### config.mk
export PLATFORM = sky130hd
export DESIGN_NAME = pic_ctrl
export DESIGN_NICKNAME = d
export VERILOG_FILES = /design/src/rtl/pic_pkg.sv /design/src/rtl/pic_flags.sv /design/src/rtl/pic_pick.sv /design/src/rtl/pic_insvc.sv /design/src/rtl/pic_ctrl.sv
export SDC_FILE = /design/constraint.sdc
export NUM_CORES = 1
export LEC_CHECK = 0
export CORE_ASPECT_RATIO = 0.8
export CORE_MARGIN = 2
export CORE_UTILIZATION = 40
export CTS_CLUSTER_DIAMETER = 60
export CTS_CLUSTER_SIZE = 24
export DETAILED_ROUTE_END_ITERATION = 8
export GPL_TIMING_DRIVEN = 0
export PLACE_DENSITY = 0.72
export SLEW_MARGIN = 20
export SYNTH_ARGS = -nofsm -noshare
export SYNTH_HDL_FRONTEND = slang
export SYNTH_SLANG_ARGS = --single-unit
### constraint.sdc
create_clock -name clk -period 2.9 [get_ports clk]
set_input_delay 0.87 -clock clk [delete_from_list [all_inputs] [get_ports clk]]
set_output_delay 0.87 -clock clk [all_outputs]
set_load 0.03 [all_outputs]
### src/rtl/pic_pkg.sv
package pic_pkg;
  // index width for up to eight sources
  localparam int unsigned IDX_W   = 3;
  localparam int unsigned GLB_BIT = 7;

  typedef enum logic {
    LVL_LO = 1'b0,
    LVL_HI = 1'b1
  } lvl_e;
endpackage

### src/rtl/pic_flags.sv
// Latched request flags for hardware-cleared sources; a new event wins over a clear.
module pic_flags #(
  parameter int NUM_HW = 4
) (
  input  logic              clk,
  input  logic              rst_n,
  input  logic [NUM_HW-1:0] set_i,
  input  logic [NUM_HW-1:0] clr_i,
  output logic [NUM_HW-1:0] flag_o
);
  for (genvar g = 0; g < NUM_HW; g++) begin : g_flag
    always_ff @(posedge clk or negedge rst_n) begin
      if (!rst_n)          flag_o[g] <= 1'b0;
      else if (set_i[g])   flag_o[g] <= 1'b1;
      else if (clr_i[g])   flag_o[g] <= 1'b0;
    end
  end
endmodule

### src/rtl/pic_pick.sv
// Fixed-order picker: the lowest set index wins.
module pic_pick #(
  parameter int N = 5
) (
  input  logic [N-1:0]             req_i,
  output logic                     found_o,
  output logic [pic_pkg::IDX_W-1:0] idx_o
);
  always_comb begin
    found_o = 1'b0;
    idx_o   = '0;
    for (int i = N - 1; i >= 0; i--) begin
      if (req_i[i]) begin
        found_o = 1'b1;
        idx_o   = i[pic_pkg::IDX_W-1:0];
      end
    end
  end
endmodule

### src/rtl/pic_insvc.sv
// Two in-service bits: a transfer sets its level, a return clears the highest set one.
module pic_insvc (
  input  logic             clk,
  input  logic             rst_n,
  input  logic             fire_i,
  input  pic_pkg::lvl_e    lvl_i,
  input  logic             reti_i,
  output logic [1:0]       isr_o
);
  logic [1:0] isr_nxt;

  always_comb begin
    isr_nxt = isr_o;
    if (reti_i) begin
      if (isr_o[1]) isr_nxt[1] = 1'b0;
      else          isr_nxt[0] = 1'b0;
    end
    if (fire_i) isr_nxt[lvl_i] = 1'b1;
  end

  always_ff @(posedge clk or negedge rst_n) begin
    if (!rst_n) isr_o <= 2'b00;
    else        isr_o <= isr_nxt;
  end
endmodule

### src/rtl/pic_ctrl.sv
module pic_ctrl #(
  parameter int NUM_HW     = 4,
  parameter int VEC_W      = 16,
  parameter int VEC_BASE   = 3,
  parameter int VEC_STRIDE = 8
) (
  input  logic              clk,
  input  logic              rst_n,
  input  logic              en_we,
  input  logic [7:0]        en_wdata,
  input  logic              pri_we,
  input  logic [NUM_HW:0]   pri_wdata,
  input  logic [NUM_HW-1:0] hw_evt,
  input  logic              ser_rx,
  input  logic              ser_tx,
  output logic              irq_req,
  output logic [VEC_W-1:0]  irq_vec,
  input  logic              irq_ack,
  input  logic              irq_reti
);
  import pic_pkg::*;

  localparam int NUM_SRC = NUM_HW + 1;

  logic                en_glb_q;
  logic [NUM_SRC-1:0]  en_src_q;
  logic [NUM_SRC-1:0]  pri_q;
  logic [NUM_HW-1:0]   hw_flag;
  logic [NUM_HW-1:0]   hw_clr;
  logic [NUM_SRC-1:0]  pend;
  logic [NUM_SRC-1:0]  lvl_pend [2];
  logic [1:0]          lvl_found;
  logic [IDX_W-1:0]    lvl_idx [2];
  logic [1:0]          isr_q;
  logic                hi_ok, lo_ok, win_valid;
  lvl_e                win_lvl, lvl_q;
  logic [IDX_W-1:0]    win_idx, idx_q;
  logic [VEC_W-1:0]    win_vec;
  logic                fire;

  // configuration registers
  always_ff @(posedge clk or negedge rst_n) begin
    if (!rst_n) begin
      en_glb_q <= 1'b0;
      en_src_q <= '0;
      pri_q    <= '0;
    end else begin
      if (en_we) begin
        en_glb_q <= en_wdata[GLB_BIT];
        en_src_q <= en_wdata[NUM_SRC-1:0];
      end
      if (pri_we) pri_q <= pri_wdata;
    end
  end

  pic_flags #(.NUM_HW(NUM_HW)) flags_i (
    .clk    (clk),
    .rst_n  (rst_n),
    .set_i  (hw_evt),
    .clr_i  (hw_clr),
    .flag_o (hw_flag)
  );

  assign pend        = {ser_rx | ser_tx, hw_flag} & en_src_q & {NUM_SRC{en_glb_q}};
  assign lvl_pend[0] = pend & ~pri_q;
  assign lvl_pend[1] = pend & pri_q;

  for (genvar l = 0; l < 2; l++) begin : g_lvl
    pic_pick #(.N(NUM_SRC)) pick_i (
      .req_i   (lvl_pend[l]),
      .found_o (lvl_found[l]),
      .idx_o   (lvl_idx[l])
    );
  end

  // preemption gate: high blocked by high service, low by any service
  assign hi_ok     = lvl_found[1] & ~isr_q[1];
  assign lo_ok     = lvl_found[0] & ~isr_q[1] & ~isr_q[0];
  assign win_valid = hi_ok | lo_ok;
  assign win_lvl   = hi_ok ? LVL_HI : LVL_LO;
  assign win_idx   = hi_ok ? lvl_idx[1] : lvl_idx[0];
  assign win_vec   = VEC_W'(VEC_BASE) + VEC_W'(win_idx) * VEC_W'(VEC_STRIDE);

  assign fire   = irq_req & irq_ack;
  // serial index lies beyond NUM_HW, so its shift falls off the mask
  assign hw_clr = fire ? (NUM_HW'(1) << idx_q) : '0;

  always_ff @(posedge clk or negedge rst_n) begin
    if (!rst_n) begin
      irq_req <= 1'b0;
      irq_vec <= '0;
      lvl_q   <= LVL_LO;
      idx_q   <= '0;
    end else begin
      irq_req <= win_valid & ~fire;
      if (win_valid && !fire) begin
        irq_vec <= win_vec;
        lvl_q   <= win_lvl;
        idx_q   <= win_idx;
      end
    end
  end

  pic_insvc insvc_i (
    .clk    (clk),
    .rst_n  (rst_n),
    .fire_i (fire),
    .lvl_i  (lvl_q),
    .reti_i (irq_reti),
    .isr_o  (isr_q)
  );
endmodule

=== After elaboration in Yosys (flattened, before gate mapping) ===
Cells that the tools add are included.

* Bits in registers: 38
* Input port bits: 25
* Output and inout port bits: 17
* Word-level logic and storage cells: 75

* Add/sub/neg operators: 1
* Magnitude comparators: 2
* Shift operators: 1
* Mux-type cells: 36
* Bitwise logic cells: 16
* Reductions and logical operators: 7

{| class="wikitable"
|+ Operator list
! operator !! count
|-
| $mux 3 || 11
|-
| $mux 1 || 21
|-
| $and 5x5->5 || 4
|-
| $reduce_bool 2->1 || 4
|-
| $add 2x6->7 const A || 1
|-
| $and 1x1->1 || 5
|-
| $not 5->5 || 1
|-
| $mux 2 || 2
|-
| $mux 4 || 1
|-
| $shl 1x3->4 const A || 1
|-
| $not 1->1 || 3
|-
| $logic_and 1x1->1 || 2
|-
| $lt 1x2->1 const B || 1
|-
| $or 1x1->1 || 2
|-
| $or 2x2->2 || 1
|-
| $demux 1 s1 || 1
|-
| $ge 1x1->1 const B || 1
|-
| $logic_not 1->1 || 1
|}

=== Logic depth before layout (Yosys ltp) ===
Gate-level depths: netlist of the first run.

* Depth after elaboration: 13
* Mapped depth: 6
* Mapped depth without buffers: 5

=== Cells and area by module ===
A second synthesis of the first run with hierarchy kept.

* Cell total of the unflattened synthesis: 124
* Area total of the unflattened synthesis: 1207.4 sq um

{| class="wikitable"
|+ By module, submodules not included
! module !! times used !! cells an instance !! area an instance (sq um) !! sequential area each (sq um)
|-
| pic_ctrl || 1 || 88 || 883.3 || 425.4
|-
| pic_flags || 1 || 12 || 145.1 || 100.1
|-
| pic_pick || 2 || 8 || 48.8 || 0.0
|-
| pic_insvc || 1 || 8 || 81.3 || 50.0
|}

=== Least setup slack after synthesis of the first run ===
OpenSTA, ideal clock, no wires.

* Path type: input to register
* Start: input port ser_tx
* End: register idx_q[0]
* Library setup time: 0.125 ns
* Arrival: 1.918 ns
* Required time: 2.775 ns
* Slack: 0.857 ns
* Stages: 5
* Cell sequence: o211ai_4 -> nor2_4 -> o41ai_4 -> nand2_4 -> mux2_4

* Word-level cells in the longest chain between the ends: 13

{| class="wikitable"
|+ RTL lines
! element !! RTL line !! source
|-
| from (decl) || pic_ctrl.sv:15 || <nowiki>input logic ser_tx,</nowiki>
|-
| $or 1x1->1 * || pic_ctrl.sv:64 || <nowiki>assign pend = {ser_rx | ser_tx, hw_flag} & en_src_q & {NUM_SRC{en_glb_q}};</nowiki>
|-
| $and 5x5->5 * (2 in series) || pic_ctrl.sv:64 ||
|-
| $and 5x5->5 || pic_ctrl.sv:65 || <nowiki>assign lvl_pend[0] = pend & ~pri_q;</nowiki>
|-
| $mux 1 (5 in series) || pic_pick.sv:13 || <nowiki>if (req_i[i]) begin</nowiki>
|-
| $and 1x1->1 (2 in series) || pic_ctrl.sv:78 || <nowiki>assign lo_ok = lvl_found[0] & ~isr_q[1] & ~isr_q[0];</nowiki>
|-
| $or 1x1->1 || pic_ctrl.sv:79 || <nowiki>assign win_valid = hi_ok | lo_ok;</nowiki>
|-
| $logic_and 1x1->1 || pic_ctrl.sv:96 || <nowiki>if (win_valid && !fire) begin</nowiki>
|-
| to (signal assigned) || pic_ctrl.sv:99 || <nowiki>idx_q <= win_idx;</nowiki>
|-
| to (decl) || pic_ctrl.sv:37 || <nowiki>logic [IDX_W-1:0] win_idx, idx_q;</nowiki>
|}

Mark *: on every way between the ends. The rest lies on a longest branch, timed or not.
A chain may end at the register's enable or synchronous reset.

=== Worst setup path after layout of the first run ===
* Start: input port ser_tx
* End: register idx_q[2]

The elaborated chain is that of the path after synthesis.

==> results of run 1 <==
[worst max path at each step]
stage | startpoint | to | slack (ns) | cells past startpoint
6_report | ser_tx | idx_q[2]$_DFFE_PN0P_ | 0.55 | 6
5_1_grt | ser_tx | idx_q[2]$_DFFE_PN0P_ | 0.51 | 6
4_1_cts | ser_tx | idx_q[2]$_DFFE_PN0P_ | 0.55 | 6
3_5_place_dp | ser_tx | idx_q[1]$_DFFE_PN0P_ | 0.29 | 6
3_3_place_gp | ser_tx | idx_q[0]$_DFFE_PN0P_ | 0.30 | 6
2_1_floorplan | ser_tx | idx_q[0]$_DFFE_PN0P_ | 0.86 | 5
[layer usage]
layer | vias to the layer above | track usage | part of all wire
met3 | 0 | 0.0426 | 0.072
li1 | 438 | - | -
met1 | 403 | 0.190 | 0.47
met5 | - | 0 | 0
met2 | 35 | 0.264 | 0.46
met4 | 0 | 0.0243 | 0
[registers in the layout, summed over array words and instances (netlist names)]
signal / count
en_glb_q: 1
irq_vec: 1
en_src_q: 5
pri_q: 5
lvl_q: 1
idx_q: 3
flags_i.flag_o: 4
irq_req: 1
insvc_i.isr_o: 2
[logic make-up (layout without fill, tap and decap cells)]
group / Yosys count / after routing
AO/OA/AOI/OAI: 19 / 19
AND/OR/NAND/NOR: 32 / 32
buffers and inverters: 17 / 48
multiplexers: 14 / 14
flip-flops: 23 / 23
other: 1 / 11
[layout by cell type (no fill, tap or decap), types with 2 or more instances in the layout]
cell type,netlist,final
inv_1,3,3
mux2_4,3,3
nand3_1,4,4
mux2_2,10,10
nand2b_1,3,3
buf_4,12,12
nand2_1,6,6
clkbuf_8,0,3
o21ai_1,2,2
o21ai_0,5,5
nor2_1,4,4
clkdlybuf4s50_1,0,26
conb_1,1,11
nand4_1,5,5
dfrtp_1,23,23
a21o_1,2,2
[metrics by stage]
stage	setup WS, ns	utilization	instances	instance area (um^2)	hold slack [ns]
floorplan	0.857	-	116	1260	0.458
global placement	0.298	0.558	181	1580	0.475
detailed placement	0.290	0.558	181	1580	0.486
CTS	0.547	0.575	185	1630	0.498
global route	0.512	0.573	185	1620	0.542
finish	0.548	0.573	185	1620	0.497
[where the power goes]
group	internal (uW)	switching, uW	total (uW)
clock network	97.1	103	200
registers	388	67.9	456
logic	212	213	424
[Yosys cell counts, types with 2 or more instances]
| master | number |
|---|---|
| nand2b_1 | 3 |
| nand4_1 | 5 |
| mux2_2 | 10 |
| dfrtp_1 | 23 |
| a21o_1 | 2 |
| nand2_1 | 6 |
| buf_4 | 12 |
| nand3_1 | 4 |
| inv_1 | 3 |
| o21ai_0 | 5 |
| nor2_1 | 4 |
| mux2_4 | 3 |
| o21ai_1 | 2 |
[final cells by class]
type,instances,area [um^2],area share
sequential,23,576,0.355
multi-input combinational,76,568,0.350
timing repair buffer,27,265,0.164
buffer,14,105,0.0648
tap,38,47.5,0.0293
clock buffer,3,41.3,0.0255
inverter,3,11.3,0.00694
clock inverter,1,7.51,0.00463
==> impl_metrics.ini, run 1 <==
[setup_path]
reg2regPathDepth = 6
start_kind = primary input
critical_path_class = in -> reg
critical_path.max_fanout = 5
r2r_end = idx_q[2]$_DFFE_PN0P_
required_ns = 3.05
critPathCaptureType = register
timing.critical_path.cells = clkdlybuf4s50_1, o211ai_4, nor2_4, o41ai_4, nand2_4, mux2_4
rrSetupSlack_ns = 1.22
slowest_stage = clkdlybuf4s50_1
worstPathArrival_ns = 2.50
cpPeakStageDelay_ns = 0.45
cpLargestDelayFamily = compound AO/OA/AOI/OAI gates
critPathBufInv = 1
r2r_start = en_glb_q$_DFFE_PN0P_

[yosys]
synth.area.top_cells = dfrtp_1 (47%), mux2_2 (9.2%), buf_4 (7.4%)
synth_cells = 106
syn_area_per_cell_um2 = 11.5
async_flop_share = 1.00
synth_top_area_share = 0.471
synth_warnings = 0
synthXorXnorAreaFrac = 0
synth_fa_ha_area_frac = 0
synth_top_area_cell = dfrtp_1
synth-compound-area-share = 0.135
synth_top_flop_cell = dfrtp_1
synth-edff-count = 0
ys_seq_area_frac = 0.471
synth_cell_types = 37
yosys_register_bits = 23
synth_top_family_by_area = simple AND/OR/NAND/NOR gates
syn_area_um2 = 1220
synth_mux_area_frac = 0.137
yosys.area_share.simple = 0.159

[layout]
fillCellCount = 257
nets = 173
n_antenna_cell = 0
syn_to_final_growth_pct = 32.7
drive_gt1_frac = 0.279

[timing]
slew_headroom = 0.654
finalHoldViolCount = 0
rsz0062_at_grt = no
setup_viol = 0
drv_slew = 0
skew_ns = 0.000974
tns_ns = 0
timing.final.crit_share = 0.811
clock.fmax_ghz = 0.425
period_needed_ns = 2.35
tightest_slew_ns = 0.519

[global_routing]
grt_max_degree = 24
grt_pass1_wl_um = 3980
antenna_found_initial = 0
grt_pass1_vias = 931
overflow = 0
grt.total_usage = 0.151

[worst_hold_path]
hold_class = reg -> reg
hp-start = lvl_q$_DFFE_PN0P_
min_to = insvc_i.isr_o[0]$_DFF_PN0_
min_path_cells = 1

[clocking]
path_clk_slew_ns = 0.08
cts_max_level = 1
numCtsBuffers = 3
cts_resized = 0
clk_latency_ns = 0.26
numClockSinks = 23
cts_tree = done
postCtsHoldBufs = 0
clockRootBuffer = clkbuf_8
post_cts.repair.setup_buffers = 0
cts.path.max_buffers = 2

[floorplanning]
dieArea_um2 = 3520
initial_core_util = 0.432
die_w_um = 65.8
core_um2 = 2830
ios = 42
die_h_um = 53.4
rows = 17

[drt]
drtPass1Iterations = 4
wirelength_um = 2320
drtIter0Drc = 28
routed_via_density = 4.74
wire_per_inst_um = 12.5
ant_nets = 0
detail_route.drc_violations = 0
vias = 876

[placement]
port_buffers = 27
dp_hpwl_um = 1790
routabilityCongestion = 0.850

[power_and_ir_drop]
p_leak_uw = 0.000697
power_uw = 1080
power_density_nw_per_um2 = 666
irDropWorstVdd_mv = 0.551

[status]
outcome = finished, final reports clean

[flow_run]
maxCapViolCount = 0
No activity file was read; power rests on OpenSTA's default activity.
==> run 2, diff against run 1 <==
clock period = 2.4 ns   (was 2.9 ns; I/O delays follow)
==> results of run 2 <==
The final DEF is identical to that of run 1. Status: finished, final reports clean.
Among the figures that moved: setup slack after placement 0.290 ns -> -0.0604 ns; setup slack after layout 0.548 ns -> 0.198 ns; hold slack 0.497 ns -> 0.422 ns; register-to-register setup slack 1.22 ns -> 0.72 ns; total power 1080 uW -> 1310 uW; worst IR drop on VDD 0.551 mV -> 0.666 mV
